<file path="src/rtl/parity_reg_pkg.sv">
package parity_reg_pkg;

    // Source feeding the stored bit on a write
    typedef enum logic [1:0] {
        SRC_HOLD  = 2'd0,
        SRC_LOAD  = 2'd1,
        SRC_SHIFT = 2'd2
    } reg_src_e;

endpackage

</file>
<file path="src/rtl/parity_tree.sv">
module parity_tree #(
    parameter int WIDTH = 12
) (
    input  logic [WIDTH-1:0] word,
    input  logic             block,
    output logic             par
);
    logic [WIDTH:0] acc;

    assign acc[0] = 1'b0;

    genvar i;
    generate
        for (i = 0; i < WIDTH; i++) begin : g_xor
            assign acc[i+1] = acc[i] ^ word[i];
        end
    endgenerate

    assign par = acc[WIDTH] & ~block;
endmodule

</file>
<file path="src/rtl/strobe_edge.sv">
module strobe_edge #(
    parameter int NUM = 2
) (
    input  logic           clk,
    input  logic           rst,
    input  logic [NUM-1:0] stb,
    output logic           fire
);
    logic [NUM-1:0] prev_q;
    logic [NUM-1:0] rise;

    genvar k;
    generate
        for (k = 0; k < NUM; k++) begin : g_stb
            always_ff @(posedge clk or posedge rst) begin
                if (rst) prev_q[k] <= 1'b0;
                else     prev_q[k] <= stb[k];
            end
            assign rise[k] = stb[k] & ~prev_q[k];
        end
    endgenerate

    assign fire = |rise;
endmodule

</file>
<file path="src/rtl/par_sel_reg.sv">
module par_sel_reg
    import parity_reg_pkg::*;
(
    input  logic clk,
    input  logic rst,
    input  logic fire,
    input  logic load_en,
    input  logic shift_en,
    input  logic ser_in,
    input  logic par_in,
    output logic q
);
    reg_src_e src;
    logic     q_reg;
    logic     q_next;

    // Source decision: the serial path outranks the load path
    always_comb begin
        if (shift_en)     src = SRC_SHIFT;
        else if (load_en) src = SRC_LOAD;
        else              src = SRC_HOLD;
    end

    // Next value for the selected source
    always_comb begin
        unique case (src)
            SRC_SHIFT: q_next = ser_in;
            SRC_LOAD:  q_next = par_in;
            SRC_HOLD:  q_next = q_reg;
            default:   q_next = q_reg;
        endcase
    end

    // Storage, written only on a strobe edge
    always_ff @(posedge clk or posedge rst) begin
        if (rst)       q_reg <= 1'b0;
        else if (fire) q_reg <= q_next;
    end

    assign q = q_reg;
endmodule

</file>
<file path="src/rtl/parity_shift_reg.sv">
module parity_shift_reg #(
    parameter int DATA_W = 12
) (
    input  logic              clk,
    input  logic              rst,
    input  logic [DATA_W-1:0] data_in,
    input  logic              par_block,
    input  logic              load_en,
    input  logic              shift_en,
    input  logic              ser_in,
    input  logic              stb_a,
    input  logic              stb_b,
    output logic              par_out,
    output logic              par_out_n,
    output logic              reg_out,
    output logic              reg_out_n
);
    localparam int NUM_STB = 2;

    logic               par_w;
    logic               fire_w;
    logic               q_w;
    logic [NUM_STB-1:0] stb_vec;

    assign stb_vec = {stb_b, stb_a};

    parity_tree #(.WIDTH(DATA_W)) u_tree (
        .word  (data_in),
        .block (par_block),
        .par   (par_w)
    );

    strobe_edge #(.NUM(NUM_STB)) u_edge (
        .clk  (clk),
        .rst  (rst),
        .stb  (stb_vec),
        .fire (fire_w)
    );

    par_sel_reg u_reg (
        .clk      (clk),
        .rst      (rst),
        .fire     (fire_w),
        .load_en  (load_en),
        .shift_en (shift_en),
        .ser_in   (ser_in),
        .par_in   (par_w),
        .q        (q_w)
    );

    assign par_out   = par_w;
    assign par_out_n = ~par_w;
    assign reg_out   = q_w;
    assign reg_out_n = ~q_w;
endmodule

</file>
<file path="config.mk">
export PLATFORM = sky130hd
export DESIGN_NAME = parity_shift_reg
export DESIGN_NICKNAME = d
export VERILOG_FILES = /design/src/rtl/parity_reg_pkg.sv /design/src/rtl/parity_tree.sv /design/src/rtl/strobe_edge.sv /design/src/rtl/par_sel_reg.sv /design/src/rtl/parity_shift_reg.sv
export SDC_FILE = /design/constraint.sdc
export NUM_CORES = 1
export LEC_CHECK = 0
export ABC_AREA = 1
export ABC_CLOCK_PERIOD_IN_PS = 1000
export BUFFER_PORTS_ARGS = -buffer_cell sky130_fd_sc_hd__buf_2
export CAP_MARGIN = 20
export CORE_AREA = 4 4 41 43
export DETAILED_ROUTE_END_ITERATION = 6
export DIE_AREA = 0 0 45 47
export HOLD_SLACK_MARGIN = 0.12
export PLACE_DENSITY = 0.57
export RECOVER_POWER = 50
export SYNTH_ARGS = -nofsm -noshare
export SYNTH_HDL_FRONTEND = slang
export SYNTH_HIERARCHICAL = 1
export SYNTH_SLANG_ARGS = --single-unit
</file>
<file path="constraint.sdc">
create_clock -name clk -period 1 [get_ports clk]
set_input_delay 0.2 -clock clk [delete_from_list [all_inputs] [get_ports clk]]
set_output_delay 0.2 -clock clk [all_outputs]
set_load 0.05 [all_outputs]
</file>
==> impl_metrics.csv <==
group,metric,value,unit
worst_hold_path,whs_path_depth,4,
layout,seqCellArea,76.3,um^2
yosys,synth_area_leaders,"nand2_1, inv_1, dfrtp_1",
detailed_routing,drt-pass1-iter-count,4,
yosys,synth_fp_nets,95,
layout,mostFrequentLayoutCells,"inv_1, nand2_1, buf_2, nand2_2, inv_2",
worst_setup_path,arrival,1180,ps
sta,hold_viol,0,
layout,drive_gt1_share,56.2,%
clocking,cts.sinks,3,
outcome,outcome,"complete, but fails checks",
yosys,ys_seq_elements,3,
layout,num-fill-cells,135,
floorplan,die_area,2120,um^2
floorplan,die_y,47,um
clocking,clock_latency,230,ps
placement,placed_area,557,um^2
detailed_routing,totalWireLength,1120,um
layout,area_growth,107,%
global_routing,grt_pass1_vias,446,
detailed_routing,drcViolationCount,0,
outcome,violations,"setup timing",
clocking,cts_max_level,1,
sta,rsz0062_at_grt,"yes",
global_routing,antenna_found_initial,0,
yosys,synth_area,378,um^2
sta,fin_crit,1380,ps
placement,dp_slack,-508,ps
sta,finalCritPeriodShare,138,%
sta,setup_slack,-375,ps
clocking,path_clk_slew,40,ps
layout,largest_register_ffs,2,
worst_setup_path,reg2reg_to,"u_reg/q",
sta,max-slew-margin-rel,86.9,%
placement,gp_congestion,0.639,
layout,n_antenna_cell,0,
global_routing,grt_max_degree,4,
global_routing,grt_first_pass_wirelength,1710,um
worst_setup_path,worstPathMaxFanout,3,
sta,slew_viol_final,0,
clocking,postCtsSetupBuffers,0,
pwr,vdd_drop_max,0.378,mV
worst_setup_path,cp_slowest_stage_delay,140,ps
clocking,cts_tree,"built",
worst_setup_path,worstSetupEndpointType,"output pin",
worst_setup_path,crit_top_cell,"inv_2",
yosys,yosys_warnings,6,
sta,fin_skew,1.53,ps
pwr,p_per_area,1070,nW/um^2
clocking,cts_inserted_buffers,3,
layout,finish.utilization,60.2,%
floorplan,chipWidth,45,um
worst_setup_path,cpMaxStageDelayCell,"buf_8",
worst_setup_path,critical_path_class,"in2out",
pwr,p_leak,0.000455,uW
yosys,avgSynthCellArea,5.04,um^2
floorplan,core_area,1300,um^2
yosys,netlist.area_leader.share,27.8,%
worst_setup_path,crit_required,800,ps
detailed_routing,wl_per_cell,9.35,um
flow_run,max_cap_viol_count,0,
layout,final_area,783,um^2
yosys,synth_top_cell_by_area,"nand2_1",
yosys,ys_types,12,
layout,multi_input_area,333,um^2
floorplan,num_rows,13,
worst_setup_path,crit_chain,"buf_8 -> nand2_4 -> inv_2 -> nor2_2 -> nand2_1 -> nand2_2 -> inv_2 -> nand2_4 -> a21oi_4 -> nor2_4 -> inv_2 -> buf_8",
layout,nets,126,
detailed_routing,via_per_inst,4.24,
global_routing,grt-ovfl-total,0,
sta,setup_viol,5,
placement,io_buffers,23,
global_routing,track_usage,12.5,%
clocking,root_buffer,"clkbuf_4",
worst_hold_path,hold_path.class,"in2reg",
detailed_routing,vias,509,
placement,dpl.hpwl,834,um
sta,worst_pin_slew,194,ps
yosys,synth_cells,75,
worst_setup_path,r2r_cells,6,
floorplan,initial_utilization,29.0,%
worst_setup_path,timing.rr.start,"u_edge/prev_q[1]",
worst_setup_path,r2r_setup_slack,70,ps
worst_hold_path,min_from,"load_en",
sta,fmax,727,MHz
floorplan,num_io_pins,24,
yosys,ys_seq_area_share,19.9,%
sta,fin_hold_ws,305,ps
clocking,clock_path_buffers,2,
worst_hold_path,min_to,"u_reg/q",
detailed_routing,drtIter0Drc,10,
detailed_routing,ant_nets,0,
worst_setup_path,start_kind,"primary input",
-- worst max path at each step --
stage                     cells after the start  slack (ps)         from   endpoint
after floorplan                              10        -470  data_in[11]  par_out_n
after global placement                       11        -480   data_in[7]  par_out_n
after detailed placement                     12        -510  data_in[11]  par_out_n
after CTS                                    12        -360   data_in[1]  par_out_n
after global routing                         12        -460   data_in[1]  par_out_n
final                                        12        -380   data_in[1]  par_out_n
-- power by group --
group | total [uW] | leakage (uW) | internal, uW | switching [uW]
clock | 213 | 0.0000150 | 150 | 63.6
sequential | 148 | 0.0000344 | 135 | 13.3
combinational | 474 | 0.000406 | 203 | 271
total | 836 | 0.000455 | 488 | 348
-- logic make-up after synthesis --
| group | after synthesis | synth area share (%) |
|---|---|---|
| simple gates | 44 | 49.0 |
| buf+inv | 24 | 23.8 |
| flops | 3 | 19.9 |
| compound gates | 2 | 2.65 |
| xor+xnor | 2 | 4.64 |
-- cell usage after synthesis --
cell type / number
a21oi_1: 1
dfrtp_1: 3
inv_1: 24
nand2_1: 28
nand2_2: 1
nand3_1: 6
nand3_2: 1
nand3b_1: 1
nor2_1: 7
o21ai_0: 1
xnor2_1: 1
xor2_1: 1
-- repair_timing --
action	in CTS	in global routing
hold buffers	3	0
hold endpoints to repair	5	0
gates cloned	0	0
setup endpoints to repair	5	5
pin swaps	21	9
gates resized for setup	35	17
-- layer usage --
layer,global-route usage [%],wire length [um],vias to the layer above
met5,0,0,-
met1,10.2,353,220
met4,12.3,25,0
li1,-,-,273
met2,22.0,666,14
met3,5.36,76,2
-- layout make-up --
type,instances,area share (%)
Inverter,24,12.0
Clock buffer,4,3.35
Sequential cell,3,9.74
Multi-Input combinational cell,48,42.5
Tap cell,15,2.40
Timing Repair Buffer,26,30.0
-- critical path: cells and delay by family --
kind                   cells  cell delay [ps]
buffers and inverters      5              380
AO/OA/AOI/OAI              1               60
AND/OR/NAND/NOR            6              520
-- through the flow --
| step | instances | power [uW] | TNS (ps) |
|---|---|---|---|
| detailed placement | 113 | 479 | -1380 |
| CTS | 120 | 799 | -946 |
| global placement | 113 | 468 | -1260 |
| global route | 120 | 901 | -1270 |
| finish | 120 | 836 | -931 |
| floorplan | 75 | 379 | -988 |
Note: power is estimated with default switching activity, not from simulation.
